[src/rtl/dma_pc_pkg.sv]
package dma_pc_pkg;

    parameter int unsigned ADDR_W = 32;
    parameter int unsigned DATA_W = 32;
    parameter int unsigned CNT_W  = 20;

    localparam int unsigned WORD_BYTES = DATA_W / 8;
    localparam int unsigned WORD_SH    = $clog2(WORD_BYTES);

    typedef enum logic [1:0] {
        REG_DEV  = 2'd0,
        REG_MEM  = 2'd1,
        REG_CNT  = 2'd2,
        REG_CTRL = 2'd3
    } reg_sel_e;

    localparam int unsigned CTRL_GO  = 0;
    localparam int unsigned CTRL_DIR = 1;
    localparam int unsigned CTRL_ACK = 2;

    typedef enum logic [1:0] {
        ST_IDLE,
        ST_REQ,
        ST_MOVE,
        ST_GAP
    } eng_state_e;

    typedef struct packed {
        logic [ADDR_W-1:0] dev_addr;
        logic [ADDR_W-1:0] mem_addr;
        logic [CNT_W-1:0]  byte_cnt;
    } dma_cfg_t;

    // A start is legal only for a non-empty, word-multiple count at a word-aligned address
    function automatic logic start_legal(input logic [CNT_W-1:0] cnt,
                                         input logic [ADDR_W-1:0] addr);
        return (cnt != '0) && (cnt[WORD_SH-1:0] == '0) && (addr[WORD_SH-1:0] == '0);
    endfunction

endpackage

[src/rtl/dma_pc_regs.sv]
module dma_pc_regs
    import dma_pc_pkg::*;
(
    input  logic              clk,
    input  logic              rst,
    input  logic              wr_en,
    input  logic [1:0]        sel,
    input  logic [ADDR_W-1:0] wdata,
    input  logic              done,
    output dma_cfg_t          cfg,
    output logic              go,
    output logic              go_dir,
    output logic              busy,
    output logic              err,
    output logic              irq
);

    logic ctrl_wr;
    logic go_req;
    logic ack_wr;

    always_comb begin
        ctrl_wr = wr_en && (sel == REG_CTRL);
        go_req  = ctrl_wr && wdata[CTRL_GO] && !busy;
        go      = go_req && start_legal(cfg.byte_cnt, cfg.mem_addr);
        go_dir  = wdata[CTRL_DIR];
        ack_wr  = ctrl_wr && wdata[CTRL_ACK];
    end

    always_ff @(posedge clk) begin
        if (rst) begin
            cfg  <= '0;
            busy <= 1'b0;
            err  <= 1'b0;
            irq  <= 1'b0;
        end else begin
            if (wr_en && !busy) begin
                case (reg_sel_e'(sel))
                    REG_DEV: cfg.dev_addr <= wdata;
                    REG_MEM: cfg.mem_addr <= wdata;
                    REG_CNT: cfg.byte_cnt <= wdata[CNT_W-1:0];
                    default: ;
                endcase
            end
            if (go_req) err <= !go;
            if (done)    busy <= 1'b0;
            else if (go) busy <= 1'b1;
            if (done)        irq <= 1'b1;
            else if (ack_wr) irq <= 1'b0;
        end
    end

    AST_CFG_FROZEN_BUSY: assert property (@(posedge clk) disable iff (rst)
        (busy && wr_en && (sel != REG_CTRL)) |=> $stable(cfg));

    AST_BAD_START_REJECT: assert property (@(posedge clk) disable iff (rst)
        (go_req && !start_legal(cfg.byte_cnt, cfg.mem_addr)) |=> (err && !busy));

    AST_IRQ_HOLD: assert property (@(posedge clk) disable iff (rst)
        (irq && !ack_wr) |=> irq);

    AST_IRQ_ENDS_BUSY: assert property (@(posedge clk) disable iff (rst)
        $rose(irq) |-> !busy);

endmodule

[src/rtl/dma_pc_seg.sv]
module dma_pc_seg
    import dma_pc_pkg::*;
#(
    parameter  int unsigned PAGE_BYTES = 4096,
    localparam int unsigned PAGE_W     = $clog2(PAGE_BYTES),
    localparam int unsigned SEG_W      = PAGE_W - 1
) (
    input  logic [PAGE_W-1:0] page_off,
    input  logic [CNT_W-1:0]  rem_bytes,
    output logic [SEG_W-1:0]  seg_words
);

    localparam int unsigned LW = (CNT_W > PAGE_W) ? CNT_W + 1 : PAGE_W + 1;

    logic [LW-1:0] to_edge;
    logic [LW-1:0] rem_ext;
    logic [LW-1:0] take;

    always_comb begin
        to_edge   = LW'(PAGE_BYTES) - LW'(page_off);
        rem_ext   = LW'(rem_bytes);
        take      = (rem_ext < to_edge) ? rem_ext : to_edge;
        seg_words = SEG_W'(take >> WORD_SH);
    end

endmodule

[src/rtl/dma_pc_engine.sv]
module dma_pc_engine
    import dma_pc_pkg::*;
#(
    parameter  int unsigned PAGE_BYTES = 4096,
    localparam int unsigned PAGE_W     = $clog2(PAGE_BYTES),
    localparam int unsigned SEG_W      = PAGE_W - 1
) (
    input  logic              clk,
    input  logic              rst,
    input  logic              go,
    input  logic              go_dir,
    input  logic [ADDR_W-1:0] go_addr,
    input  logic [CNT_W-1:0]  go_cnt,
    input  logic [SEG_W-1:0]  seg_words,
    output logic [ADDR_W-1:0] cur_addr,
    output logic [CNT_W-1:0]  rem_bytes,
    output logic              done,
    output logic              bus_req,
    input  logic              bus_gnt,
    output logic              mem_we,
    output logic [DATA_W-1:0] mem_wdata,
    output logic              mem_re,
    input  logic [DATA_W-1:0] mem_rdata,
    input  logic              dev_in_valid,
    input  logic [DATA_W-1:0] dev_in_data,
    output logic              dev_in_ready,
    output logic              dev_out_valid,
    output logic [DATA_W-1:0] dev_out_data,
    input  logic              dev_out_ready
);

    eng_state_e       st;
    logic [SEG_W-1:0] left_q;
    logic             dir_q;
    logic             in_move;
    logic             beat;
    logic             seg_end;
    logic             xfer_end;

    always_comb begin
        in_move       = (st == ST_MOVE);
        bus_req       = (st == ST_REQ) || in_move;
        mem_re        = in_move && bus_gnt && dir_q;
        dev_out_valid = mem_re;
        dev_out_data  = mem_rdata;
        dev_in_ready  = in_move && bus_gnt && !dir_q;
        mem_we        = dev_in_ready && dev_in_valid;
        mem_wdata     = dev_in_data;
        beat          = mem_we || (mem_re && dev_out_ready);
        seg_end       = (left_q == SEG_W'(1));
        xfer_end      = (rem_bytes == CNT_W'(WORD_BYTES));
        done          = beat && seg_end && xfer_end;
    end

    always_ff @(posedge clk) begin
        if (rst) begin
            st        <= ST_IDLE;
            cur_addr  <= '0;
            rem_bytes <= '0;
            left_q    <= '0;
            dir_q     <= 1'b0;
        end else begin
            case (st)
                ST_IDLE: if (go) begin
                    cur_addr  <= go_addr;
                    rem_bytes <= go_cnt;
                    dir_q     <= go_dir;
                    st        <= ST_REQ;
                end
                ST_REQ: if (bus_gnt) begin
                    left_q <= seg_words;
                    st     <= ST_MOVE;
                end
                ST_MOVE: if (beat) begin
                    cur_addr  <= cur_addr + ADDR_W'(WORD_BYTES);
                    rem_bytes <= rem_bytes - CNT_W'(WORD_BYTES);
                    left_q    <= left_q - SEG_W'(1);
                    if (seg_end) st <= xfer_end ? ST_IDLE : ST_GAP;
                end
                default: st <= ST_REQ;
            endcase
        end
    end

    AST_ACCESS_NEEDS_GRANT: assert property (@(posedge clk) disable iff (rst)
        (mem_we || mem_re) |-> (bus_gnt && bus_req));

    AST_PAGE_END_BREAK: assert property (@(posedge clk) disable iff (rst)
        (beat && (&cur_addr[PAGE_W-1:WORD_SH])) |=> !(mem_we || mem_re));

    AST_READ_STALL_HOLDS: assert property (@(posedge clk) disable iff (rst)
        (mem_re && !dev_out_ready) |=> $stable(cur_addr));

endmodule

[src/rtl/dma_page_chain.sv]
module dma_page_chain
    import dma_pc_pkg::*;
#(
    parameter int unsigned PAGE_BYTES = 4096
) (
    input  logic              clk,
    input  logic              rst,
    input  logic              reg_wr_en,
    input  logic [1:0]        reg_sel,
    input  logic [ADDR_W-1:0] reg_wdata,
    output logic              busy,
    output logic              err,
    output logic              irq,
    output logic [ADDR_W-1:0] dev_addr,
    output logic              bus_req,
    input  logic              bus_gnt,
    output logic [ADDR_W-1:0] mem_addr,
    output logic              mem_we,
    output logic [DATA_W-1:0] mem_wdata,
    output logic              mem_re,
    input  logic [DATA_W-1:0] mem_rdata,
    input  logic              dev_in_valid,
    input  logic [DATA_W-1:0] dev_in_data,
    output logic              dev_in_ready,
    output logic              dev_out_valid,
    output logic [DATA_W-1:0] dev_out_data,
    input  logic              dev_out_ready
);

    localparam int unsigned PAGE_W = $clog2(PAGE_BYTES);
    localparam int unsigned SEG_W  = PAGE_W - 1;

    dma_cfg_t         cfg;
    logic             go;
    logic             go_dir;
    logic             done;
    logic [CNT_W-1:0] rem_bytes;
    logic [SEG_W-1:0] seg_words;

    dma_pc_regs u_regs (
        .clk    (clk),
        .rst    (rst),
        .wr_en  (reg_wr_en),
        .sel    (reg_sel),
        .wdata  (reg_wdata),
        .done   (done),
        .cfg    (cfg),
        .go     (go),
        .go_dir (go_dir),
        .busy   (busy),
        .err    (err),
        .irq    (irq)
    );

    dma_pc_seg #(.PAGE_BYTES(PAGE_BYTES)) u_seg (
        .page_off  (mem_addr[PAGE_W-1:0]),
        .rem_bytes (rem_bytes),
        .seg_words (seg_words)
    );

    dma_pc_engine #(.PAGE_BYTES(PAGE_BYTES)) u_engine (
        .clk           (clk),
        .rst           (rst),
        .go            (go),
        .go_dir        (go_dir),
        .go_addr       (cfg.mem_addr),
        .go_cnt        (cfg.byte_cnt),
        .seg_words     (seg_words),
        .cur_addr      (mem_addr),
        .rem_bytes     (rem_bytes),
        .done          (done),
        .bus_req       (bus_req),
        .bus_gnt       (bus_gnt),
        .mem_we        (mem_we),
        .mem_wdata     (mem_wdata),
        .mem_re        (mem_re),
        .mem_rdata     (mem_rdata),
        .dev_in_valid  (dev_in_valid),
        .dev_in_data   (dev_in_data),
        .dev_in_ready  (dev_in_ready),
        .dev_out_valid (dev_out_valid),
        .dev_out_data  (dev_out_data),
        .dev_out_ready (dev_out_ready)
    );

    assign dev_addr = cfg.dev_addr;

endmodule

[config.mk]
export PLATFORM = sky130hd
export DESIGN_NAME = dma_page_chain
export DESIGN_NICKNAME = d
export VERILOG_FILES = /design/src/rtl/dma_pc_pkg.sv /design/src/rtl/dma_pc_regs.sv /design/src/rtl/dma_pc_seg.sv /design/src/rtl/dma_pc_engine.sv /design/src/rtl/dma_page_chain.sv
export SDC_FILE = /design/constraint.sdc
export NUM_CORES = 1
export LEC_CHECK = 0
export ABC_AREA = 1
export CORE_MARGIN = 10
export CORE_UTILIZATION = 45
export DETAILED_ROUTE_END_ITERATION = 10
export GPL_TIMING_DRIVEN = 0
export PLACE_DENSITY = 0.83
export SETUP_SLACK_MARGIN = 0.5
export SLEW_MARGIN = 20
export SYNTH_ARGS = -nofsm -noshare
export SYNTH_HDL_FRONTEND = slang
export SYNTH_SLANG_ARGS = --single-unit
[constraint.sdc]
create_clock -name clk -period 2.5 [get_ports clk]
set_input_delay 0.5 -clock clk [delete_from_list [all_inputs] [get_ports clk]]
set_output_delay 0.5 -clock clk [all_outputs]
set_load 0.01 [all_outputs]
## Word level (Yosys, flattened, before mapping)

Cells that the tools add are included.

- Register bits after elaboration: 153
- Output and inout port bits: 136

- $add $sub $neg: 4
- $lt $le $gt $ge: 1
- Eq/ne operators: 11
- Multiplexer cells: 18
- Reductions and logical operators: 36

Operator list:

| operator | number |
|---|---|
| 32-bit two-way mux | 2 |
| 32-bit one-hot mux with 2 select lines | 1 |
| 20-bit two-way mux | 2 |
| 20-bit one-hot mux with 2 select lines | 1 |
| 32-bit by 3-bit adder with 32-bit output (second input constant) | 1 |
| 11-bit two-way mux | 2 |
| 11-bit one-hot mux with 2 select lines | 1 |
| 20-bit by 21-bit less-than comparator with 1-bit output | 1 |
| 20-bit by 3-bit equality test with 1-bit output (second input constant) | 1 |
| 20-bit nonzero test | 1 |
| 20-bit by 3-bit subtractor with 20-bit output (second input constant) | 1 |
| 1-bit logical AND | 15 |
| 13-bit by 12-bit subtractor with 14-bit output (first input constant) | 1 |
| 13-bit two-way mux | 1 |
| 11-bit by 1-bit equality test with 1-bit output (second input constant) | 1 |
| 11-bit by 1-bit subtractor with 11-bit output (second input constant) | 1 |
| 2-bit two-way mux | 5 |
| 2-bit logical NOT | 4 |
| 2-bit inequality test (second input constant) | 4 |
| 2-bit AND reduction | 4 |
| 2-bit equality test (second input constant) | 3 |
| 2-bit one-hot mux with 3 select lines | 1 |
| 3-bit AND reduction | 2 |
| 2-bit nonzero test | 3 |
| 6 further kinds | 11 |

## Depth between registers and ports, before layout

Gate-level depths: netlist (run 1).

- Word-level depth: 8
- Mapped depth: 19

## By module

From an unflattened synthesis (run 1), not the netlist that was laid out.

- Cell total of the unflattened synthesis: 1434
- Area, all modules: 9095.0 um^2

By module, submodules not included:

| module | times used | cells an instance | area each (um^2) |
|---|---|---|---|
| dma_pc_engine | 1 | 874 | 5147.4 |
| dma_pc_regs | 1 | 409 | 3163.0 |
| dma_pc_seg | 1 | 151 | 784.5 |

## Worst setup path before layout (run 1)

No wires, ideal clock.

- Kind: register to register
- Start point: register u_engine.cur_addr[2]
- End point: register u_engine.left_q[5]
- Setup time: 132 ps
- Arrival: 2407 ps
- Data required time: 2368 ps
- Path slack: -39 ps
- Stages on the path, launching flop included: 19
- Path through: dfxtp_1 -> inv_1 -> ha_1 -> nand3_1 -> nor3_1 -> nand2_1 -> nor2_1 -> inv_1 -> ha_1 -> nand2_1 -> nor2_1 -> nand2_1 -> nor2_1 -> nand2_1 -> clkbuf_1 -> nand3_1 -> nand3_1 -> nand2_1 -> a21oi_1

- Word-level cells in the longest chain between the ends: 5

Ends and longest elaborated chain:

| what | RTL line | source |
|---|---|---|
| start: declaration | dma_pc_engine.sv:15 | `output logic [ADDR_W-1:0] cur_addr,` |
| start signal: assignment | dma_pc_engine.sv:65 | `cur_addr <= go_addr;` |
| start signal: assignment | dma_pc_engine.sv:75 | `cur_addr <= cur_addr + ADDR_W'(WORD_BYTES);` |
| 13-bit by 12-bit subtractor with 14-bit output * | dma_pc_seg.sv:20 | `to_edge = LW'(PAGE_BYTES) - LW'(page_off);` |
| 20-bit by 21-bit less-than comparator with 1-bit output | dma_pc_seg.sv:22 | `take = (rem_ext < to_edge) ? rem_ext : to_edge;` |
| 13-bit two-way mux * | dma_pc_seg.sv:22 |  |
| 11-bit two-way mux * | dma_pc_engine.sv:70 | `ST_REQ: if (bus_gnt) begin` |
| 11-bit one-hot mux with 2 select lines * | dma_pc_engine.sv:63 | `case (st)` |
| end signal: assignment | dma_pc_engine.sv:71 | `left_q <= seg_words;` |
| end signal: assignment | dma_pc_engine.sv:77 | `left_q <= left_q - SEG_W'(1);` |
| end: declaration | dma_pc_engine.sv:33 | `logic [SEG_W-1:0] left_q;` |

Mark *: on every way between the ends. The rest lies on a longest branch, timed or not. The select of a mux whose other input is x is not followed.
A chain may end at the register's enable or synchronous reset.

## Worst setup path in the final report (run 1)

Ends and elaborated chain as after synthesis.

==> impl_results.md, run 1 <==
* Ports at 240
* Least-Margin Pin Slew at 0.7558 ns
* Crit Path Class: reg2reg
* Final period util at 1.047
* Area leader, netlist: dfxtp_1
* DR vias at 10,140
* Critical path endpoint category: flip-flop
* Ys Warns at 0
* Cells after synthesis at 1,391
* Routability cong. at 0.9638
* Final slew viol count at 0
* Top FF cell, synth: dfxtp_1
* Peak VDD IR at 0.0007289 V
* CTS max path bufs at 2
* Vias in the first global route at 9,449
* Post-Route WL at 33.68 mm
* Ant diodes at 0
* Detailed-placement wirelength estimate at 24.44 mm
* Cts bufs inserted at 17
* R2R Setup Slk at -0.12 ns
* Worst Hold Class: reg2reg
* Final setup margin at -0.1178 ns
* Fill cells at 1,643
* R2R cell count at 18
* Setup-failing EPs final at 11
* Worst path required time at 2.86 ns
* RSZ-0062 raised after global routing: yes
* Post-layout net count at 1,745
* CTS tree: done
* Distinct cell type count after synthesis at 35
* Core area at 19,530 sq um
* Clock slew at reported path FFs at 0.07 ns
* Core Rows at 51
* Yosys top cell area share at 0.3419
* Async S/R FF share, synth at 0
* GRT Overall Usage at 0.2346
* Die width at 161.1 um
* Later-pin clock latency in the skew report at 0.44 ns
* Die Y-Extent at 161.1 um
* Run status: complete, but fails checks
* Post-Layout Cell Count at 1,897
* Global route overflow at 0
* MaxCap Viol Count at 0
* Root buffer cell: clkbuf_16
* Final ANT Viol Nets at 0
* Drt first pass iters at 5
* Die footprint at 25,950 sq um
* Leading post-synthesis cells by cell area: dfxtp_1 (34%), nand2_1 (12%), nor2_1 (11%)
* Setup crit end: u_engine.left_q[5]
* CP Max Fanout at 10
* Iter 0 DRT Violations at 1,136
* Seq cells post-synth at 153
* IO buf count at 175
* First-pass GRT wire length at 49.79 mm
* Avg Vias per Cell at 5.346
* Antenna violations before repair at 0
* Share of post-route cells with drive strength above 1 at 0.2163
* Remaining DRCs at 0
* Mapped cell area at 8957 sq um
* Seq/Total Area, Yosys at 0.3419
* Num Clock Sinks at 153
* Final hold slack at 0.4532 ns
* CP Data Arrival Time at 2.98 ns
* Syn Area/Cell at 6.439 sq um
* Setup Skew at 0.009510 ns
* FMAX at 382.0 MHz
* Final Util at 0.6522
* Startpoint types: flip-flop
* Pre-CTS setup slack at -0.3024 ns
* Pin count of the biggest net entering global routing at 17
* Hold path startpoint: u_regs.cfg[33]
* P_leak at 5.629 nW
* Failing checks: setup timing
* H-tree depth at 4
* Reg-to-reg endpoint: u_engine.left_q[5]
* Minimum clock period at 2.618 ns
* Initial Util at 0.4587
* Post-synth EDFFs at 0
* Net Count, Synth at 1,517
* Pwr dens at 1125 nW/um^2
* R2r startpoint: u_engine.cur_addr[2]
* Relative slew slack at 0.4961
* Number of placed cells counting well taps at 1,831
* Routed wire length per instance at 17.75 um
* Hold Violations, Final at 0
* Crit path from: u_engine.cur_addr[2]
* Area Growth Syn to Fin at 42.19%
## worst max-delay path, cell delays in order, from the launching register on
cell     delay, ns
dfxtp_4       0.37
inv_4         0.08
ha_4          0.15
nand3_4       0.08
nor3_4        0.19
nand2_2       0.13
nand2_2       0.09
o21ai_2       0.07
ha_1          0.31
nand2_1       0.07
nand2_1       0.06
nand3_2       0.06
nand3_2       0.10
nor2_4        0.18
buf_6         0.16
nand3_2       0.11
nand3_4       0.12
nand2_2       0.08
a21oi_2       0.13
## cell usage after synthesis, types with 2 or more instances
| cell type | number |
|---|---|
| nand2_2 | 2 |
| buf_2 | 9 |
| inv_1 | 106 |
| clkbuf_1 | 46 |
| o21ai_0 | 157 |
| buf_4 | 97 |
| dfxtp_1 | 153 |
| buf_6 | 4 |
| a31oi_1 | 2 |
| nor2_1 | 265 |
| ha_1 | 22 |
| nor3_1 | 11 |
| xnor2_1 | 4 |
| nor2_2 | 2 |
| o21bai_1 | 2 |
| a21oi_1 | 86 |
| o21ai_1 | 6 |
| inv_2 | 3 |
| nand2_1 | 281 |
| o211ai_1 | 2 |
| nand3_1 | 86 |
| nand3b_1 | 6 |
| xor2_1 | 11 |
| or2_2 | 12 |
| nand4_1 | 6 |
## worst min-delay path by stage
stage | to | slack [ns] | cells after the start
after floorplan | u_regs.cfg[28] | 0.42 | 2
after global placement | u_regs.cfg[33] | 0.44 | 2
after detailed placement | u_regs.cfg[33] | 0.45 | 2
after CTS | u_regs.cfg[33] | 0.45 | 2
after global routing | u_regs.cfg[33] | 0.48 | 2
final | u_regs.cfg[33] | 0.45 | 2
## per-layer routing
| layer | vias to the layer above | track usage | wire [um] |
|---|---|---|---|
| li1 | 4822 | - | - |
| met1 | 4685 | 0.2749 | 12940 |
| met2 | 555 | 0.4004 | 16200 |
| met3 | 80 | 0.06609 | 3521 |
| met4 | 0 | 0.08437 | 1012 |
| met5 | - | 0 | 0 |
## state kept, by name (all words and copies together) (netlist names)
register	count
u_engine.cur_addr	32
u_engine.dir_q	1
u_engine.left_q	11
u_engine.rem_bytes	20
u_engine.st	2
u_regs.busy	1
u_regs.cfg	84
u_regs.err	1
u_regs.irq	1
## kinds of logic after synthesis
logic type | Yosys count | share of synthesized area
XOR/XNOR | 15 | 0.01467
AO/OA/AOI/OAI | 261 | 0.1502
flip-flops | 153 | 0.3419
AND/OR/NAND/NOR | 673 | 0.3053
buffers and inverters | 267 | 0.1571
adder cells (fa/ha/maj) | 22 | 0.03073
## metrics by stage
| step | total power (W) | TNS, ns | instance area (sq um) |
|---|---|---|---|
| floorplan | 0.007646 | 0 | 9057 |
| global placement | 0.009594 | -10.10 | 11140 |
| detailed placement | 0.009697 | -12.80 | 11140 |
| CTS | 0.01291 | -0.0007079 | 12070 |
| global route | 0.01513 | -2.183 | 12740 |
| finish | 0.01432 | -0.8658 | 12740 |
## timing repair
| item | in CTS | in global routing |
|---|---|---|
| setup buffers | 18 | 10 |
| hold buffers | 0 | 0 |
| cloned | 2 | 4 |
| pin swaps | 31 | 49 |
| resized for setup | 78 | 172 |
| endpoints found under the setup margin | 139 | 143 |
## area by class of cell
cell class,instances,area [sq um],share of cell area
Inverter,110,425.4,0.03340
Buffer,157,1109,0.08704
Timing Repair Buffer,209,2110,0.1656
Clock buffer,20,467.9,0.03674
Multi-Input combinational cell,971,5091,0.3997
Sequential cell,153,3100,0.2434
Clock inverter,12,101.3,0.007958
Tap cell,265,331.6,0.02603
## cells in the final DEF (no fill, tap or decap), types with 22 or more instances in the layout
cell             netlist  layout
clkbuf_16              0      22
dfxtp_1              153     131
clkdlybuf4s50_1        0     163
clkbuf_1              46      30
nand2_1              281     247
inv_1                106      96
nor2_1               265     254
o21ai_0              157     145
nand3_1               86      64
a21oi_1               86      66
buf_4                 97     120
## report_power, final
group | switching, W | internal (W)
clock | 0.00113 | 0.00138
sequential | 0.000519 | 0.00286
combinational | 0.00496 | 0.00347
total | 0.00661 | 0.00771
No activity file was read; power rests on OpenSTA's default activity.
==> inputs of run 2 (changes only) <==
--- a/config.mk
+++ b/config.mk
@@ -6,6 +6,7 @@
 export NUM_CORES = 1
 export LEC_CHECK = 0
 export ABC_AREA = 1
+export CORE_ASPECT_RATIO = 1.5
 export CORE_MARGIN = 10
 export CORE_UTILIZATION = 45
 export DETAILED_ROUTE_END_ITERATION = 10
==> impl_results.md, run 2 (same netlist as run 1, synthesis figures left out) <==
* Run status: complete, but fails checks
* Failing checks: setup timing
* Crit path largest cell delay at 0.37 ns
* Final hold slack at 0.4512 ns
* Top reg by flops: u_regs.cfg
* Final ANT Viol Nets at 0
* Worst Hold Class: reg2reg
* Number of placed cells counting well taps at 1,826
* Iter 0 DRT Violations at 694
* RSZ-0062 raised after global routing: yes
* Die Y-Extent at 192.8 um
* Detailed-placement wirelength estimate at 25.61 mm
* Ant diodes at 0
* Top flop regs: u_regs.cfg: 84 flops, u_engine.cur_addr: 32 flops, u_engine.rem_bytes: 20 flops
* Combinational Power Share at 0.551
* Ports at 240
* Final slew viol count at 0
* CTS tree: done
* CP Max Fanout at 10
* Crit Path Class: reg2reg
* Area Growth Syn to Fin at 35.59%
* Minimum clock period at 2.533 ns
* IO buf count at 175
* Core area at 19,710 sq um
* Slowest-stage cell, CP: dfxtp_4
* Vias in the first global route at 9,858
* Cts bufs inserted at 17
* Least-Margin Pin Slew at 0.7716 ns
* Post-Layout Cell Count at 1,880
* Antenna violations before repair at 0
* Post-layout net count at 1,733
* Peak VDD IR at 0.0007279 V
* GRT Overall Usage at 0.2430
* Later-pin clock latency in the skew report at 0.44 ns
* Sw Share at 0.4644
* Die footprint at 26,060 sq um
* Clock slew at reported path FFs at 0.07 ns
* Num Clock Sinks at 153
* Root buffer cell: clkbuf_16
* CP Data Arrival Time at 2.83 ns
* Routed wire length per instance at 17.65 um
* Pwr dens at 1075 nW/um^2
* Int Power at 0.006994 W
* Initial Util at 0.4545
* Share of post-route cells with drive strength above 1 at 0.1691
* Setup Skew at 0.008112 ns
* CP delay by family, top: simple AND/OR/NAND/NOR gates
* First-pass GRT wire length at 50.16 mm
* Largest register FFs at 84
* Die width at 135.2 um
* Startpoint types: flip-flop
* Sequential share of power at 0.257
* Global route overflow at 0
* Remaining DRCs at 0
* Core Rows at 63
* CP Cell Sequence: inv_2 -> ha_4 -> nand3_4 -> nor3_4 -> nand2_2 -> o21ai_2 -> ha_1 -> nand2_1 -> nand2_1 -> nand3_1 -> nand3_2 -> nor2_4 -> nand2_2 -> buf_6 -> nand2_1 -> nand3_1 -> nand2_1 -> a21oi_1
* H-tree depth at 4
* Hold Violations, Final at 0
* Most frequent cells in the layout: nand2_1 (271), nor2_1 (257), clkdlybuf4s50_1 (163)
* Worst path required time at 2.80 ns
* Clk pwr share at 0.192
* Post-Route WL at 33.19 mm
* FMAX at 394.8 MHz
* P_leak at 5.298 nW
* Buf+Inv Stages, Crit Path at 2
* Pre-CTS setup slack at -0.3787 ns
* Final setup margin at -0.03307 ns
* Setup-failing EPs final at 5
* Switching power at 0.006064 W
* Drt first pass iters at 5
* Commonest non-fill, non-tap cell in the layout: nand2_1
* Crit-path most repeated cell: nand2_1
* Avg Vias per Cell at 5.255
* DR vias at 9,879
* Relative slew slack at 0.4856
* Pin count of the biggest net entering global routing at 17
* CTS max path bufs at 2
* Critical path endpoint category: flip-flop
* Final period util at 1.013
* Routability cong. at 0.9601
* MaxCap Viol Count at 0
## run 2: changes by cell type in the layout (fill, tap and decap cells not counted), sizes merged
cell / previous run / this run
inv: 115 / 118
clkinv: 3 / 5
buf: 143 / 135
clkdlybuf4s15: 3 / 1
clkbuf: 69 / 66
clkinvlp: 4 / 1
dlygate4sd2: 4 / 3
## run 2: timing repair
action / CTS / global route
endpoints found under the setup margin: 160 / 142
gates cloned: 0 / 0
buffers inserted: 16 / 6
pin swaps: 12 / 9
hold buffers: 0 / 0
gates resized for setup: 60 / 61
## run 2: power groups by stage
stage | clock (W) | combinational, W | sequential [W]
after detailed placement | 0 | 0.00633 | 0.00337
after floorplan | 0 | 0.00437 | 0.00327
final | 0.00251 | 0.00719 | 0.00336
after CTS | 0.00250 | 0.00670 | 0.00332
after global routing | 0.00261 | 0.00793 | 0.00340
after global placement | 0 | 0.00621 | 0.00336
## run 2: per-stage QoR
step / utilization / setup TNS (ns) / power, W / area, sq um
6_report: 0.6163 / -0.08044 / 0.01306 / 12150
5_1_grt: 0.6163 / -1.584 / 0.01395 / 12150
4_1_cts: 0.6056 / 0 / 0.01252 / 11930
3_5_place_dp: 0.5650 / -19.94 / 0.009697 / 11130
3_3_place_gp: 0.5650 / -18.54 / 0.009565 / 11130
2_1_floorplan: - / 0 / 0.007646 / 9057
## run 2: worst paths after layout
path,startpoint,end,slack (ns),depth (start not counted)
hold reg to reg,u_regs.cfg[33],u_regs.cfg[33],0.45,2
setup / recovery,u_engine.cur_addr[1],u_engine.left_q[10],-0.03,18
hold / removal,u_regs.cfg[33],u_regs.cfg[33],0.45,2
setup reg to reg,u_engine.cur_addr[1],u_engine.left_q[10],-0.03,18
## run 2: area by class of cell
| type | count | area, sq um |
|---|---|---|
| inverter | 110 | 420.4 |
| clock inverter | 14 | 130.1 |
| multi-input combinational | 971 | 4762 |
| tap | 260 | 325.3 |
| buffer | 157 | 1046 |
| sequential | 153 | 3098 |
| timing repair buffer | 197 | 1934 |
| clock buffer | 18 | 429.2 |
| fill | 1792 | 7561 |
## run 2: worst register-to-register path, delay by kind of cell, from the launching register on
kind / cells / cell delay, ns
simple gates: 12 / 1.11
compound gates: 2 / 0.28
flops: 1 / 0.37
buf+inv: 2 / 0.20
fa+ha+maj: 2 / 0.45
## run 2: routing by layer
metal / share of wire / vias to the layer above / GRT usage
li1: - / 4806 / -
met1: 0.36 / 4482 / 0.2438
met2: 0.51 / 481 / 0.4418
met3: 0.078 / 110 / 0.05810
met4: 0.057 / 0 / 0.1478
met5: 0 / - / 0
==> inputs of run 3 (changes only) <==
--- a/config.mk
+++ b/config.mk
@@ -6,6 +6,7 @@
 export NUM_CORES = 1
 export LEC_CHECK = 0
 export ABC_AREA = 1
+export ABC_CLOCK_PERIOD_IN_PS = 2500
 export CORE_ASPECT_RATIO = 1.5
 export CORE_MARGIN = 10
 export CORE_UTILIZATION = 45
==> results of run 3 <==
Same layout as run 2: the final DEF is identical, and so are final timing and power.
